### src/rtl/lmc_pkg.sv
package lmc_pkg;
  typedef enum logic [1:0] {
    ST_IDLE,
    ST_SETUP,
    ST_ACCESS,
    ST_PRECH
  } lmc_state_e;
endpackage

### src/rtl/lmc_seq.sv
module lmc_seq
  import lmc_pkg::*;
#(
  parameter int SETUP_CYC     = 1,
  parameter int ACCESS_CYC    = 4,
  parameter int PRECHARGE_CYC = 3
) (
  input  logic       clk_i,
  input  logic       rst_ni,
  input  logic       start_i,
  output lmc_state_e state_o,
  output logic       last_o
);
  localparam int MAX_CYC = (SETUP_CYC > ACCESS_CYC)
                           ? ((SETUP_CYC > PRECHARGE_CYC) ? SETUP_CYC : PRECHARGE_CYC)
                           : ((ACCESS_CYC > PRECHARGE_CYC) ? ACCESS_CYC : PRECHARGE_CYC);
  localparam int CNT_W = $clog2(MAX_CYC + 1);

  lmc_state_e       state_q;
  logic [CNT_W-1:0] cnt_q;

  assign state_o = state_q;
  assign last_o  = (cnt_q == '0);

  always_ff @(posedge clk_i or negedge rst_ni) begin
    if (!rst_ni) begin
      state_q <= ST_IDLE;
      cnt_q   <= '0;
    end else begin
      case (state_q)
        ST_IDLE: if (start_i) begin
          state_q <= ST_SETUP;
          cnt_q   <= CNT_W'(SETUP_CYC - 1);
        end
        ST_SETUP: if (last_o) begin
          state_q <= ST_ACCESS;
          cnt_q   <= CNT_W'(ACCESS_CYC - 1);
        end else cnt_q <= cnt_q - 1'b1;
        ST_ACCESS: if (last_o) begin
          state_q <= ST_PRECH;
          cnt_q   <= CNT_W'(PRECHARGE_CYC - 1);
        end else cnt_q <= cnt_q - 1'b1;
        ST_PRECH: if (last_o) begin
          state_q <= ST_IDLE;
          cnt_q   <= '0;
        end else cnt_q <= cnt_q - 1'b1;
        default: begin
          state_q <= ST_IDLE;
          cnt_q   <= '0;
        end
      endcase
    end
  end

  // no new cycle can start outside idle
  a_r7_start_idle: assert property (@(posedge clk_i) disable iff (!rst_ni)
    (state_q != ST_IDLE) |=> (state_q != ST_SETUP) || $past(state_q == ST_SETUP));
endmodule

### src/rtl/lmc_dpath.sv
module lmc_dpath
  import lmc_pkg::*;
#(
  parameter int ADDR_W        = 15,
  parameter int DATA_W        = 8,
  parameter int SETUP_CYC     = 1,
  parameter int ACCESS_CYC    = 4,
  parameter int PRECHARGE_CYC = 3
) (
  input  logic              clk_i,
  input  logic              rst_ni,
  input  logic              start_i,
  input  logic              req_write_i,
  input  logic [ADDR_W-1:0] req_addr_i,
  input  logic [DATA_W-1:0] req_wdata_i,
  input  lmc_state_e        state_i,
  input  logic              last_i,
  input  logic [DATA_W-1:0] mem_dq_i,
  output logic [ADDR_W-1:0] mem_addr_o,
  output logic              mem_ce_no,
  output logic              mem_we_no,
  output logic              mem_oe_no,
  output logic [DATA_W-1:0] mem_dq_o,
  output logic              mem_dq_oe_o,
  output logic              rsp_valid_o,
  output logic [DATA_W-1:0] rsp_rdata_o
);
  localparam int GAP   = SETUP_CYC + PRECHARGE_CYC;
  localparam int GAP_W = $clog2(GAP + 1);
  localparam int ACC_W = $clog2(ACCESS_CYC + 1);

  logic              wr_q;
  logic [ADDR_W-1:0] addr_q;
  logic [DATA_W-1:0] wdata_q;
  logic [DATA_W-1:0] rdata_q;
  logic              rvalid_q;
  logic              in_setup, in_access, wr_window;

  assign in_setup  = (state_i == ST_SETUP);
  assign in_access = (state_i == ST_ACCESS);
  assign wr_window = wr_q && (in_setup || in_access);

  // request captured once; inputs ignored afterwards
  always_ff @(posedge clk_i or negedge rst_ni) begin
    if (!rst_ni) begin
      wr_q    <= 1'b0;
      addr_q  <= '0;
      wdata_q <= '0;
    end else if (start_i) begin
      wr_q    <= req_write_i;
      addr_q  <= req_addr_i;
      wdata_q <= req_wdata_i;
    end
  end

  // read byte taken in the last access cycle
  always_ff @(posedge clk_i or negedge rst_ni) begin
    if (!rst_ni) begin
      rdata_q  <= '0;
      rvalid_q <= 1'b0;
    end else begin
      rvalid_q <= in_access && last_i && !wr_q;
      if (in_access && last_i && !wr_q) rdata_q <= mem_dq_i;
    end
  end

  assign mem_addr_o  = addr_q;
  assign mem_ce_no   = !in_access;
  assign mem_we_no   = !wr_window;   // low before CE falls: CE-controlled write
  assign mem_oe_no   = !(!wr_q && in_access);
  assign mem_dq_oe_o = wr_window;
  assign mem_dq_o    = wdata_q;
  assign rsp_valid_o = rvalid_q;
  assign rsp_rdata_o = rdata_q;

  // run-length counters for pin timing checks
  logic [GAP_W-1:0] hi_cnt_q;
  logic [ACC_W-1:0] lo_cnt_q;
  always_ff @(posedge clk_i or negedge rst_ni) begin
    if (!rst_ni) begin
      hi_cnt_q <= GAP_W'(GAP);
      lo_cnt_q <= '0;
    end else if (mem_ce_no) begin
      lo_cnt_q <= '0;
      if (hi_cnt_q < GAP_W'(GAP)) hi_cnt_q <= hi_cnt_q + 1'b1;
    end else begin
      hi_cnt_q <= '0;
      if (lo_cnt_q < ACC_W'(ACCESS_CYC)) lo_cnt_q <= lo_cnt_q + 1'b1;
    end
  end

  a_r3_gap: assert property (@(posedge clk_i) disable iff (!rst_ni)
    $fell(mem_ce_no) |-> (hi_cnt_q == GAP_W'(GAP)));
  a_r3_access_len: assert property (@(posedge clk_i) disable iff (!rst_ni)
    $rose(mem_ce_no) |-> (lo_cnt_q == ACC_W'(ACCESS_CYC)));
  a_r2_addr_stable: assert property (@(posedge clk_i) disable iff (!rst_ni)
    !mem_ce_no |-> $stable(mem_addr_o));
  a_r5_we_before_ce: assert property (@(posedge clk_i) disable iff (!rst_ni)
    $fell(mem_ce_no) |-> $stable(mem_we_no));
  a_r5_write_end: assert property (@(posedge clk_i) disable iff (!rst_ni)
    ($rose(mem_ce_no) && $past(!mem_we_no)) |-> (mem_we_no && $past(mem_dq_oe_o)));
  a_r6_no_contention: assert property (@(posedge clk_i) disable iff (!rst_ni)
    !(mem_dq_oe_o && !mem_oe_no));
  a_r4_rsp_pulse: assert property (@(posedge clk_i) disable iff (!rst_ni)
    rsp_valid_o |=> !rsp_valid_o);
  a_r8_rsp_after_read: assert property (@(posedge clk_i) disable iff (!rst_ni)
    rsp_valid_o |-> ($past(!mem_oe_no) && mem_ce_no));
endmodule

### src/rtl/latch_mem_ctrl.sv
module latch_mem_ctrl
  import lmc_pkg::*;
#(
  parameter int ADDR_W        = 15,
  parameter int DATA_W        = 8,
  parameter int SETUP_CYC     = 1,
  parameter int ACCESS_CYC    = 4,
  parameter int PRECHARGE_CYC = 3
) (
  input  logic              clk_i,
  input  logic              rst_ni,
  input  logic              req_valid_i,
  output logic              req_ready_o,
  input  logic              req_write_i,
  input  logic [ADDR_W-1:0] req_addr_i,
  input  logic [DATA_W-1:0] req_wdata_i,
  output logic              rsp_valid_o,
  output logic [DATA_W-1:0] rsp_rdata_o,
  output logic [ADDR_W-1:0] mem_addr_o,
  output logic              mem_ce_no,
  output logic              mem_we_no,
  output logic              mem_oe_no,
  output logic [DATA_W-1:0] mem_dq_o,
  output logic              mem_dq_oe_o,
  input  logic [DATA_W-1:0] mem_dq_i
);
  lmc_state_e state;
  logic       last;
  logic       start;

  assign req_ready_o = (state == ST_IDLE);
  assign start       = req_valid_i && req_ready_o;

  lmc_seq #(
    .SETUP_CYC    (SETUP_CYC),
    .ACCESS_CYC   (ACCESS_CYC),
    .PRECHARGE_CYC(PRECHARGE_CYC)
  ) u_seq (
    .clk_i  (clk_i),
    .rst_ni (rst_ni),
    .start_i(start),
    .state_o(state),
    .last_o (last)
  );

  lmc_dpath #(
    .ADDR_W       (ADDR_W),
    .DATA_W       (DATA_W),
    .SETUP_CYC    (SETUP_CYC),
    .ACCESS_CYC   (ACCESS_CYC),
    .PRECHARGE_CYC(PRECHARGE_CYC)
  ) u_dpath (
    .clk_i      (clk_i),
    .rst_ni     (rst_ni),
    .start_i    (start),
    .req_write_i(req_write_i),
    .req_addr_i (req_addr_i),
    .req_wdata_i(req_wdata_i),
    .state_i    (state),
    .last_i     (last),
    .mem_dq_i   (mem_dq_i),
    .mem_addr_o (mem_addr_o),
    .mem_ce_no  (mem_ce_no),
    .mem_we_no  (mem_we_no),
    .mem_oe_no  (mem_oe_no),
    .mem_dq_o   (mem_dq_o),
    .mem_dq_oe_o(mem_dq_oe_o),
    .rsp_valid_o(rsp_valid_o),
    .rsp_rdata_o(rsp_rdata_o)
  );

  a_r7_busy_while_ce: assert property (@(posedge clk_i) disable iff (!rst_ni)
    !mem_ce_no |-> !req_ready_o);
  a_r7_busy_on_rsp: assert property (@(posedge clk_i) disable iff (!rst_ni)
    rsp_valid_o |-> !req_ready_o);
endmodule

### config.mk
export PLATFORM = sky130hd
export DESIGN_NAME = latch_mem_ctrl
export DESIGN_NICKNAME = d
export VERILOG_FILES = /design/src/rtl/lmc_pkg.sv /design/src/rtl/lmc_seq.sv /design/src/rtl/lmc_dpath.sv /design/src/rtl/latch_mem_ctrl.sv
export SDC_FILE = /design/constraint.sdc
export NUM_CORES = 1
export LEC_CHECK = 0
export CORE_MARGIN = 3
export CORE_UTILIZATION = 38
export CTS_BUF_LIST = sky130_fd_sc_hd__clkbuf_8
export DETAILED_ROUTE_END_ITERATION = 10
export HOLD_SLACK_MARGIN = 0.1
export PLACE_DENSITY = 0.88
export SETUP_SLACK_MARGIN = 0.1
export SLEW_MARGIN = 20
export SYNTH_ARGS = -nofsm -noshare
export SYNTH_HDL_FRONTEND = slang
export SYNTH_SLANG_ARGS = --single-unit
### constraint.sdc
create_clock -name clk_i -period 1.6 [get_ports clk_i]
set_clock_uncertainty 0.2 [all_clocks]
set_input_delay 0.24 -clock clk_i [delete_from_list [all_inputs] [get_ports clk_i]]
set_output_delay 0.24 -clock clk_i [all_outputs]
set_load 0.02 [all_outputs]
# Word level (Yosys, flattened, before mapping)
# Index checks and enable logic that the tools add are counted.
# totals
regBits	38
in_bits	35
out_inout_bits	37
# classes
reduce_logical	13
n_mux	10
n_eq_ne	7
addsub	1
# ops
cell	count
$mux W3	4
$pmux W3 S4	1
$mux W2	4
$ne A2 B1 Y1 const B	4
$pmux W2 S4	1
$logic_and A1 B1 Y1	5
$eq A2 B2 Y1 const B	2
$logic_not A1 Y1	4
$reduce_and A4 Y1	1
$logic_not A3 Y1	1
$sub A3 B1 Y3 const B	1
$eq A2 B1 Y1 const B	1
$logic_not A2 Y1	1
$logic_or A1 B1 Y1	1

# Depth between registers and ports, before layout
# Gate-level depths: netlist of the first run.
# logic_depth
word_depth	4
mapped_depth	6

# Cells and area by module
# A second synthesis of the first run with hierarchy kept.
# hier_totals
cells_unflattened	109
hier_area_um2	1720.4
# modules_own_cells
mod	n_inst	cells_per_inst	area_each_um2	seq_area_each_um2
lmc_dpath	1	76	1357.6	825.8
lmc_seq	1	31	346.6	125.1
latch_mem_ctrl	1	2	16.3	0.0

# Worst setup path before layout of the first run
# OpenSTA, ideal clock, no wires.
# synth_timing
kind	reg2reg
from	reg u_seq.state_q[0], in the netlist u_seq.state_o[0]
to	reg u_dpath.rdata_q[0], in the netlist u_dpath.rsp_rdata_o[0]
t_required_ps	1275
slack_ps	-249
arrival_time_ps	1524
setup_time_ps	125
stages_incl_launch_ff	7
path_buffers	1
path_cell_list	dfrtp_1 inv_1 ha_1 nand2b_1 nand2b_1 buf_6 mux2_4
# synth_via
elab_chain_len	3
# synth_lines
element	line_no	rtl
from (decl)	lmc_seq.sv:19	lmc_state_e state_q;
from (signal assigned)	lmc_seq.sv:27	state_q <= ST_IDLE;
from (signal assigned)	lmc_seq.sv:32	state_q <= ST_SETUP;
from (signal assigned)	lmc_seq.sv:36	state_q <= ST_ACCESS;
$eq A2 B2 Y1	lmc_dpath.sv:40	assign in_access = (state_i == ST_ACCESS);
$logic_and A1 B1 Y1 (2 in a row)	lmc_dpath.sv:63	if (in_access && last_i && !wr_q) rdata_q <= mem_dq_i;
to (signal assigned)	lmc_dpath.sv:63	
to (decl)	lmc_dpath.sv:35	logic [DATA_W-1:0] rdata_q;
# No other way between the ends.
# A chain may end at the register's enable or synchronous reset.

# Final worst setup path of the first run
# layout_timing
from	reg u_seq.state_q[1], in the netlist u_seq.state_o[1]
to	reg u_dpath.rdata_q[3], in the netlist u_dpath.rsp_rdata_o[3]
# Same word-level chain as after synthesis.

==> results of run 1 <==
==> metal layers <==
layer	track usage, %	wire (um)	vias to the layer above	part of all wire, %
met5	0	0	-	0
met4	4.38	29	0	0.73
met3	5.97	368	4	9.3
met2	28.2	1970	65	50
met1	20.1	1610	585	40
li1	-	-	565	-
==> cells by family after synthesis <==
family                   after synthesis  synth area share [%]
AO/OA/AOI/OAI                          6                  2.90
adder cells (fa/ha/maj)                5                  3.92
buffers and inverters                  9                  2.75
flip-flops                            38                  59.7
multiplexers                          34                  25.8
AND/OR/NAND/NOR                       14                  4.95
==> cell type report <==
cell class / instances / area, sq um / share of cell area [%]
well taps: 48 / 60.1 / 2.11
repair buffers: 91 / 922 / 32.4
clock buffers: 5 / 68.8 / 2.42
flip-flops and latches: 38 / 951 / 33.4
inverters: 6 / 22.5 / 0.791
multi-input cells: 60 / 817 / 28.7
clock inverters: 2 / 7.51 / 0.264
==> critical path: stages, from the launching register on <==
cell and delay [ns]:
sky130_fd_sc_hd__dfrtp_1 0.41, sky130_fd_sc_hd__buf_6 0.14, sky130_fd_sc_hd__ha_4 0.18, sky130_fd_sc_hd__nand2b_4 0.08, sky130_fd_sc_hd__buf_6 0.09, sky130_fd_sc_hd__nand2b_4 0.17
sky130_fd_sc_hd__mux2_4 0.31
==> registers in the layout (all words and copies together) (netlist names) <==
signal / count
u_seq.cnt_q: 3
u_dpath.rsp_rdata_o: 8
u_dpath.wr_q: 1
u_dpath.rsp_valid_o: 1
u_dpath.mem_addr_o: 15
u_seq.state_o: 2
u_dpath.mem_dq_o: 8
==> cell usage after synthesis <==
master / count
sky130_fd_sc_hd__nor3_1: 3
sky130_fd_sc_hd__nor3_2: 2
sky130_fd_sc_hd__nor2b_1: 1
sky130_fd_sc_hd__dfrtp_1: 38
sky130_fd_sc_hd__o21ai_1: 1
sky130_fd_sc_hd__mux2i_1: 1
sky130_fd_sc_hd__buf_2: 2
sky130_fd_sc_hd__nand2_1: 2
sky130_fd_sc_hd__o21a_1: 1
sky130_fd_sc_hd__o31a_1: 1
sky130_fd_sc_hd__nand2b_1: 3
sky130_fd_sc_hd__buf_6: 1
sky130_fd_sc_hd__mux2_4: 8
sky130_fd_sc_hd__inv_2: 1
sky130_fd_sc_hd__o31ai_1: 1
sky130_fd_sc_hd__nor2_1: 3
sky130_fd_sc_hd__mux2_1: 21
sky130_fd_sc_hd__mux2_2: 4
sky130_fd_sc_hd__ha_1: 5
sky130_fd_sc_hd__inv_1: 5
sky130_fd_sc_hd__a22o_1: 2
==> power groups by stage <==
stage          Combinational, mW  Clock (mW)  Sequential [mW]
2_1_floorplan               1.50           0             2.22
3_3_place_gp                3.41           0             1.69
3_5_place_dp                3.50           0             1.71
4_1_cts                     3.65       0.603             1.71
5_1_grt                     3.95       0.649             1.78
6_report                    3.73       0.581             1.71
==> path summary, 6_finish.rpt <==
| kind | slack (ns) | to | from |
|---|---|---|---|
| worst min register to register | 0.30 | u_dpath.mem_addr_o[4]$_DFFE_PN0P_ | u_dpath.mem_addr_o[4]$_DFFE_PN0P_ |
| min in group clk_i | 0.30 | u_dpath.mem_addr_o[4]$_DFFE_PN0P_ | u_dpath.mem_addr_o[4]$_DFFE_PN0P_ |
| worst max-delay path | -0.10 | u_dpath.rsp_rdata_o[3]$_DFFE_PN0P_ | u_seq.state_o[1]$_DFFE_PN0P_ |
| max in group asynchronous | 0.53 | u_dpath.mem_dq_o[5]$_DFFE_PN0P_ | rst_ni |
| worst max register to register | -0.10 | u_dpath.rsp_rdata_o[3]$_DFFE_PN0P_ | u_seq.state_o[1]$_DFFE_PN0P_ |
| worst min-delay path | 0.23 | u_dpath.mem_addr_o[2]$_DFFE_PN0P_ | rst_ni |
==> what timing repair did <==
action / in CTS / in global routing
endpoints found under the setup margin: 74 / 43
resized for setup: 80 / 7
cloned: 2 / 1
pin swaps: 5 / 1
buffers inserted: 5 / 0
hold buffers: 1 / 0
hold endpoints to repair: 38 / 0
==> Implementation_results.wiki, run 1 <==
{| class="wikitable"
! Metric !! Value
|-
| Outcome || finished with violations
|-
| Violated checks || setup timing
|-
| # diodes || 0
|-
| Clock buffers created by TritonCTS || 5
|-
| Most common cell after layout, fill and taps aside || sky130_fd_sc_hd__dfrtp_1
|-
| Core area || a little under 4000 sq um
|-
| Min Hold Slack || between 0.2 and 0.25 ns
|-
| Clock net sink count || 38
|-
| Clock edge transition at the registers on the reported setup and hold paths || 0.07 ns
|-
| Total power of the final layout || ~6.0 mW
|-
| Cell Int Power || 3.80 mW
|-
| Tot GR Track Use || roughly 17%
|-
| Wire length of the first global-routing pass || 6560 um
|-
| Layout filler cell count || 255
|-
| Mapped Avg Cell Area || 15.0 sq um
|-
| DRT antenna net count || 0
|-
| Setup violators final || 41
|-
| Top-area cell type share of the netlist area || 59.7%
|-
| Worst min-delay path class || in2async
|-
| Fraction of power consumed by the clock network || 9.6%
|-
| Synth area leader || sky130_fd_sc_hd__dfrtp_1
|-
| Height of the die || 70.8 um
|-
| Switching power summed over all nets || about 2.2 mW
|-
| Number of placement rows || 22
|-
| Leakage || 1.44 nW
|-
| Cell Count Post-Placement || between 200 and 250
|-
| H-tree depth reported by CTS || 2
|-
| Max-Slew Margin vs Limit || 72.6%
|-
| Buffer type at the clock tree root || sky130_fd_sc_hd__clkbuf_8
|-
| First-pass iteration count of the detailed router || 2
|-
| Hold violation total from the final report || 0
|-
| Synthesized instance count || 106
|-
| Ratio of total power to cell area || 2110 nW/um^2
|-
| Die Area || 5010 sq um
|-
| Share of layout cells above drive strength 1 || 40.6%
|-
| Fin worst setup slack || -0.102 ns
|-
| Critical Path Start Type || flop
|-
| Worst VDD drop || 1280 uV
|-
| Number of antenna violations at the first check in global routing || 0
|-
| Portion of total power attributed to combinational logic || around three fifths
|-
| Die Wd || 70.8 um
|-
| Starting density of the core || 41.4%
|-
| DP Area || 2590 sq um
|-
| Average wire length per cell after detail routing || 15.9 um
|-
| Maximum Capacitance Violations || 0
|-
| Number of I/O pins || 72
|-
| Cell area after technology mapping || 1590 sq um
|-
| Worst slack after detailed placement || -0.239 ns
|-
| Slew at the pin closest to its max-slew limit || 0.411 ns
|-
| Core Util, Final || between 70% and 80%
|-
| Largest fanout on the critical path || 5
|-
| Number of buffers on the longest clock path || 2
|-
| Final nets || roughly 240
|-
| RD Place Congestion || 0.869
|-
| Via-to-Cell Ratio || roughly 4.9
|-
| Required time of the worst setup path || 1.56 ns
|-
| Final critical-path share of the clock period || 106%
|-
| Number of global-route vias before repair || between 1000 and 1500
|-
| Layout-stage area growth over the synthesis result || 78.7%
|-
| Setup TNS || -1.77 ns
|-
| Start-to-end type of the worst setup path || reg2reg
|-
| Net switching fraction of the power || 36.8%
|-
| Violation count after the first detailed-route iteration || 55
|-
| Non-filler instance count after layout || 250
|-
| Slew Viols, Final || 0
|-
| Ys Warns || 0
|-
| Sum of net half-perimeters after detailed placement || 2760 um
|-
| Synth top area cells || sky130_fd_sc_hd__dfrtp_1 (60%), sky130_fd_sc_hd__mux2_1 (15%), sky130_fd_sc_hd__mux2_4 (7.5%)
|-
| Post-layout min period || 1.70 ns
|-
| Final WL || 3970 um
|-
| Fmax || 0.588 GHz
|-
| Final design instance area without fill || 2850 sq um
|-
| Crit path DAT || 1.66 ns
|-
| Pin count of the biggest net entering global routing || 22
|-
| Portion of total power attributed to sequential cells || 28.4%
|-
| RSZ-0062 raised after global routing || yes
|-
| Unique masters post-synth || 21
|-
| Remaining global-route overflow || 0
|-
| Commonest cells after routing, fill and taps aside || sky130_fd_sc_hd__dfrtp_1 (38), sky130_fd_sc_hd__mux2_4 (33), sky130_fd_sc_hd__clkdlybuf4s50_1 (33)
|-
| Seq cells post-synth || 38
|-
| R2R depth || 6
|-
| Skew-Pair Late Insertion Delay || 0.28 ns
|-
| Overall via count from detail_route || ~1200
|-
| TritonCTS clock tree || done
|-
| Sequential element share of the synthesized area || 59.7%
|-
| Setup crit end kind || flop
|-
| Count of input and output buffers || 71
|-
| Remaining DRCs || 0
|-
| Net Count, Synth || 146
|}
Note: power is estimated with default switching activity, not from simulation.
==> inputs of run 2 (changes only) <==
Settings changed: PLACE_DENSITY 0.88 to 0.77.
==> run 2 against run 1 <==
Against the previous run: the flow still finishes with violations (setup timing); critical path depth is the same; combinational power is 1% higher; fmax decreased by 1.9%; register-to-register slack worse by 0.03 ns; wire length increased by 3.0%; sequential cell count unchanged; total power grew 6.9%; cell count rose by 2.0%; hold slack gained 0.082 ns; die area stayed put; first-iteration DRC count fell by 58%; worst setup slack got worse by 0.033 ns; critical endpoint is now u_seq.state_o[1]$_DFFE_PN0P_; highest routed layer unchanged.
==> Implementation_results.wiki, run 2 (synthesis results as in run 1) <==
{| class="wikitable"
! Metric !! Value
|-
| Remaining global-route overflow || 0
|-
| Commonest cells after routing, fill and taps aside || sky130_fd_sc_hd__dfrtp_1 (38), sky130_fd_sc_hd__clkdlybuf4s50_1 (33), sky130_fd_sc_hd__dlygate4sd2_1 (31)
|-
| Fmax || 0.577 GHz
|-
| Remaining DRCs || 0
|-
| Average wire length per cell after detail routing || 16.1 um
|-
| Non-filler instance count after layout || 255
|-
| Start-to-end type of the worst setup path || reg2reg
|-
| Slew at the pin closest to its max-slew limit || 0.470 ns
|-
| Setup violators final || 41
|-
| Count of input and output buffers || 71
|-
| Slew Viols, Final || 0
|-
| Required time of the worst setup path || 1.57 ns
|-
| Violated checks || setup timing
|-
| RD Place Congestion || between 0.7 and 0.8
|-
| H-tree depth reported by CTS || 2
|-
| Tot GR Track Use || between 10% and 20%
|-
| Final design instance area without fill || around 3000 sq um
|-
| Max-Slew Margin vs Limit || about 70%
|-
| Clock edge transition at the registers on the reported setup and hold paths || 0.08 ns
|-
| Overall via count from detail_route || 1248
|-
| Number of antenna violations at the first check in global routing || 0
|-
| Height of the die || around 71 um
|-
| Share of layout cells above drive strength 1 || 43.0%
|-
| Starting density of the core || around two fifths
|-
| Hold violation total from the final report || 0
|-
| Core area || about 3900 sq um
|-
| Layout filler cell count || 243
|-
| Maximum Capacitance Violations || 0
|-
| Layout-stage area growth over the synthesis result || 82.9%
|-
| Ratio of total power to cell area || 2210 nW/um^2
|-
| Outcome || finished with violations
|-
| Buffer type at the clock tree root || sky130_fd_sc_hd__clkbuf_8
|-
| Number of global-route vias before repair || 1392
|-
| Core Util, Final || 75.6%
|-
| Clock buffers created by TritonCTS || 5
|-
| RSZ-0062 raised after global routing || yes
|-
| Die Area || 5010 sq um
|-
| # diodes || 0
|-
| Die Wd || 70.8 um
|-
| Setup crit end kind || flop
|-
| DRT antenna net count || 0
|-
| Skew-Pair Late Insertion Delay || approximately 0.29 ns
|-
| Violation count after the first detailed-route iteration || 23
|-
| Crit path DAT || roughly 1.7 ns
|-
| DP Area || 2620 sq um
|-
| Clock net sink count || 38
|-
| Number of flip-flops under the largest register name || 15
|-
| Largest fanout on the critical path || 4
|-
| Pin count of the biggest net entering global routing || 39
|-
| Number of placement rows || 22
|-
| Final critical-path share of the clock period || 108%
|-
| Worst min-delay path class || reg2reg
|-
| Post-layout min period || roughly 1.7 ns
|-
| Number of buffers on the longest clock path || 2
|-
| Fin worst setup slack || -0.134 ns
|-
| Cell Count Post-Placement || 239
|-
| Wire length of the first global-routing pass || 6860 um
|-
| Leakage || between 1 and 1.5 nW
|-
| Final WL || 4090 um
|-
| Sum of net half-perimeters after detailed placement || 2800 um
|-
| Final nets || 246
|-
| Via-to-Cell Ratio || 4.89
|-
| Number of I/O pins || 72
|-
| Critical Path Start Type || flop
|-
| Most common cell after layout, fill and taps aside || sky130_fd_sc_hd__dfrtp_1
|-
| First-pass iteration count of the detailed router || 3
|-
| TritonCTS clock tree || done
|-
| Worst VDD drop || 1170 uV
|}
==> run 2: cell count changes in the layout (fill, tap and decap cells not counted), sizes merged <==
| cell | change |
|---|---|
| clkdlybuf4s15 | +1 |
| clkinv | +1 |
| inv | -2 |
| dlygate4sd2 | -1 |
| buf | +4 |
| bufinv | +2 |
==> run 2: critical path, stage by stage (launching register included) <==
cell	delay, ns
sky130_fd_sc_hd__dfrtp_1	0.41
sky130_fd_sc_hd__buf_6	0.13
sky130_fd_sc_hd__ha_4	0.17
sky130_fd_sc_hd__buf_6	0.12
sky130_fd_sc_hd__nor3_4	0.18
sky130_fd_sc_hd__o21ai_2	0.11
sky130_fd_sc_hd__mux2_4	0.31
==> run 2: power breakdown <==
part / internal (mW) / switching (mW) / leakage (nW) / total [mW]
logic: 2.09 / 1.67 / 0.925 / 3.77
registers: 1.43 / 0.275 / 0.455 / 1.71
clock network: 0.624 / 0.331 / 0.0683 / 0.955
total: 4.15 / 2.28 / 1.45 / 6.43
==> run 2: worst paths after layout <==
check                                                   start                                  to  slack (ns)  cells past startpoint
max                              u_seq.state_o[1]$_DFFE_PN0P_        u_seq.state_o[1]$_DFFE_PN0P_       -0.13                      6
min                        u_dpath.rsp_rdata_o[0]$_DFFE_PN0P_  u_dpath.rsp_rdata_o[0]$_DFFE_PN0P_        0.31                      1
max reg2reg                      u_seq.state_o[1]$_DFFE_PN0P_        u_seq.state_o[1]$_DFFE_PN0P_       -0.13                      6
min reg2reg                u_dpath.rsp_rdata_o[0]$_DFFE_PN0P_  u_dpath.rsp_rdata_o[0]$_DFFE_PN0P_        0.31                      1
max in group asynchronous                              rst_ni        u_seq.state_o[0]$_DFFE_PN0P_        0.53                      3
min in group asynchronous                              rst_ni     u_dpath.mem_dq_o[7]$_DFFE_PN0P_        0.33                      3
==> run 2: per-layer routing <==
layer  part of all wire, %  routed length [um]  GRT usage (%)
met4                   2.0                  80           8.35
met2                    49                2010           28.3
met3                   8.1                 332           5.54
met5                     0                   0              0
met1                    41                1670           21.1
==> run 2: area by class of cell <==
type                            count  area, sq um  area share [%]
Clock inverter                      3         68.8            2.36
Sequential cell                    38          951            32.6
Tap cell                           48         60.1            2.06
Timing Repair Buffer               95          945            32.4
Multi-Input combinational cell     60          800            27.4
Clock buffer                        5         68.8            2.36
Inverter                            6         22.5           0.773
==> run 2: repair_timing <==
action | CTS | global route
cloned | 2 | 1
endpoints found under the hold margin | 38 | 0
buffers inserted | 5 | 0
resized for setup | 81 | 4
pin swaps | 6 | 1
setup endpoints to repair | 75 | 43
hold buffers | 1 | 0
==> run 2: per-stage QoR <==
stage	setup WS [ns]	hold slack (ns)	power (mW)	setup TNS (ns)
finish	-0.134	0.311	6.43	-2.80
global route	-0.205	0.320	6.78	-4.40
CTS	-0.122	0.313	6.39	-2.31
detailed placement	-0.256	0.124	5.28	-4.69
global placement	-0.190	0.100	5.17	-3.32
floorplan	-0.0516	-0.256	3.72	-0.459
==> inputs of run 3 (changes only) <==
--- a/constraint.sdc
+++ b/constraint.sdc
@@ -4,2 +4,2 @@
 set_output_delay 0.24 -clock clk_i [all_outputs]
-set_load 0.02 [all_outputs]
+set_load 0.005 [all_outputs]
==> run 3 against run 2 <==
Against the previous run: the flow still finishes with violations (setup timing); worst setup slack better by 0.029 ns; combinational power fell by 15%; register-to-register slack better by 0.03 ns; die area unchanged; global-route usage down 0.80 points; total power is 7.8% lower; fmax grew 1.7%; non-clock buffer count down 3; hold slack got worse by 0.080 ns.
==> Implementation_results.wiki, run 3 (synthesis results as in run 1) <==
{| class="wikitable"
! Metric !! Value
|-
| Pin count of the biggest net entering global routing || 25
|-
| Buffer type at the clock tree root || sky130_fd_sc_hd__clkbuf_8
|-
| RR Startpoint || u_seq.state_o[0]$_DFFE_PN0P_
|-
| # diodes || 0
|-
| Overall via count from detail_route || 1240
|-
| Non-filler instance count after layout || 255
|-
| Cell Count Post-Placement || between 200 and 250
|-
| Die Wd || between 70 and 80 um
|-
| Maximum Capacitance Violations || 0
|-
| RSZ-0062 raised after global routing || yes
|-
| Most common cell after layout, fill and taps aside || sky130_fd_sc_hd__dfrtp_1
|-
| Height of the die || 70.8 um
|-
| Number of global-route vias before repair || 1336
|-
| Tot GR Track Use || roughly 17%
|-
| Slew Viols, Final || 0
|-
| Clock edge transition at the registers on the reported setup and hold paths || 0.08 ns
|-
| DP Area || 2480 sq um
|-
| Total power of the final layout || 5.93 mW
|-
| Largest fanout on the critical path || 4
|-
| Slew at the pin closest to its max-slew limit || 0.798 ns
|-
| Violation count after the first detailed-route iteration || 17
|-
| RD Place Congestion || about 0.73
|-
| Wire length of the first global-routing pass || 6530 um
|-
| Setup violators final || 17
|-
| Remaining DRCs || 0
|-
| Start-to-end type of the worst setup path || reg2reg
|-
| Critical Path Start Type || flop
|-
| Remaining global-route overflow || 0
|-
| H-tree depth reported by CTS || 2
|-
| Post-layout min period || ~1.7 ns
|-
| Final nets || 246
|-
| Layout-stage area growth over the synthesis result || 82.2%
|-
| Number of flip-flops under the largest register name || 15
|-
| Fmax || 0.586 GHz
|-
| Area occupied by multi-input gates || 860 sq um
|-
| Setup crit end kind || flop
|-
| Worst setup startpoint || u_seq.state_o[0]$_DFFE_PN0P_
|-
| Maximum single-stage delay on the critical path || 0.38 ns
|-
| Worst VDD drop || ~1200 uV
|-
| CP max stage cell || sky130_fd_sc_hd__dfrtp_1
|-
| Crit path DAT || roughly 1.7 ns
|-
| Count of input and output buffers || 71
|-
| Final WL || 4450 um
|-
| Final design instance area without fill || 2900 sq um
|-
| Top cell family by delay on the critical path || compound AO/OA/AOI/OAI gates
|-
| Share of layout cells above drive strength 1 || a little over two fifths
|-
| Core area || slightly below 4000 sq um
|-
| Max-Slew Margin vs Limit || a little under half
|-
| Sequential cell area in the final layout || 951 sq um
|-
| Number of placement rows || 22
|-
| Flop-to-flop setup slack || -0.11 ns
|-
| Clock buffers created by TritonCTS || 5
|-
| First-pass iteration count of the detailed router || 3
|-
| Cell depth of the worst setup path || 6
|-
| Outcome || finished with violations
|-
| DRT antenna net count || 0
|-
| Layout filler cell count || 237
|-
| Number of buffers on the longest clock path || 2
|-
| Worst min-delay path class || in2async
|-
| Buffer and inverter count on the worst path || 3
|-
| Crit Reg-Reg Endpoint || u_seq.cnt_q[1]$_DFFE_PN0N_
|-
| Ratio of total power to cell area || 2040 nW/um^2
|-
| Clock net sink count || 38
|-
| Critical path endpoint || u_seq.cnt_q[1]$_DFFE_PN0N_
|-
| Hold violation total from the final report || 0
|-
| Fin worst setup slack || -0.105 ns
|-
| Skew-Pair Late Insertion Delay || a little under 0.3 ns
|-
| Min Hold Slack || 0.231 ns
|-
| Violated checks || setup timing
|-
| Setup TNS || -1.01 ns
|-
| Starting density of the core || 41.4%
|-
| Average wire length per cell after detail routing || approximately 17 um
|-
| Sum of net half-perimeters after detailed placement || 2760 um
|-
| Leakage || 1.44 nW
|-
| TritonCTS clock tree || done
|-
| Die Area || 5010 sq um
|-
| Required time of the worst setup path || 1.58 ns
|-
| Commonest cells after routing, fill and taps aside || sky130_fd_sc_hd__dfrtp_1 (38), sky130_fd_sc_hd__clkdlybuf4s50_1 (32), sky130_fd_sc_hd__dlygate4sd2_1 (32)
|-
| Final critical-path share of the clock period || 107%
|-
| Number of antenna violations at the first check in global routing || 0
|-
| Via-to-Cell Ratio || between 4 and 5
|-
| Number of I/O pins || between 70 and 80
|-
| Cell chain of the critical path || inv_2, buf_6, ha_4, buf_4, o31a_1, a22o_1
|-
| R2R depth || 6
|}
## run 3: changes by cell type in the layout (fill, tap and decap cells not counted), sizes merged
cell	delta
clkdlybuf4s50	-1
dlygate4sd2	+1
clkdlybuf4s15	-1
buf	-2
dlymetal6s2s	+1
nand2	+3
clkinv	-1
## run 3: worst register-to-register path, stage by stage (launching register included)
cell and delay [ns]:
sky130_fd_sc_hd__dfrtp_1 0.38, sky130_fd_sc_hd__inv_2 0.07, sky130_fd_sc_hd__buf_6 0.12, sky130_fd_sc_hd__ha_4 0.18, sky130_fd_sc_hd__buf_4 0.14, sky130_fd_sc_hd__o31a_1 0.27
sky130_fd_sc_hd__a22o_1 0.25
## run 3: final cells by class
class / instances / share of cell area [%]
clock buffers: 6 / 2.84
clock inverters: 2 / 2.07
inverters: 6 / 0.776
multi-input cells: 63 / 29.6
flip-flops and latches: 38 / 32.7
well taps: 48 / 2.07
repair buffers: 92 / 29.9
## run 3: timing repair
item | 4_1_cts | 5_1_grt
resized for setup | 65 | 33
endpoints found under the hold margin | 38 | 0
setup endpoints to repair | 73 | 43
gates cloned | 0 | 4
buffers inserted | 8 | 2
hold buffers | 1 | 0
pin swaps | 5 | 8
## run 3: through the flow
stage	setup WS [ns]	utilization (%)
finish	-0.105	75.4
global route	-0.143	75.4
CTS	-0.0800	69.8
detailed placement	-0.156	64.3
global placement	-0.128	64.3
floorplan	-0.00375	-
## run 3: metal layers
layer / wire length (um) / vias up / global-route usage, % / part of all wire [%]
met1: 1790 / 603 / 18.6 / 40
met4: 30 / 0 / 5.64 / 0.67
li1: - / 573 / - / -
met5: 0 / - / 0 / 0
met2: 2280 / 60 / 29.7 / 51
met3: 346 / 4 / 5.68 / 7.8
## run 3: power breakdown
| part | total, mW | switching (mW) | internal [mW] | leakage [nW] |
|---|---|---|---|---|
| sequential | 1.71 | 0.276 | 1.43 | 0.455 |
| combinational | 3.22 | 1.19 | 2.03 | 0.916 |
| clock | 0.994 | 0.329 | 0.665 | 0.0714 |
## run 3: worst min path at each step
stage	depth (start not counted)	startpoint	end	slack, ns
2_1_floorplan	0	rst_ni	u_dpath.mem_addr_o[0]$_DFFE_PN0P_	-0.26
3_3_place_gp	1	rst_ni	u_dpath.mem_dq_o[4]$_DFFE_PN0P_	-0.01
3_5_place_dp	1	rst_ni	u_dpath.mem_addr_o[2]$_DFFE_PN0P_	-0.01
4_1_cts	2	rst_ni	u_dpath.mem_dq_o[6]$_DFFE_PN0P_	0.23
5_1_grt	2	rst_ni	u_dpath.mem_dq_o[6]$_DFFE_PN0P_	0.26
6_report	2	rst_ni	u_dpath.mem_dq_o[6]$_DFFE_PN0P_	0.23
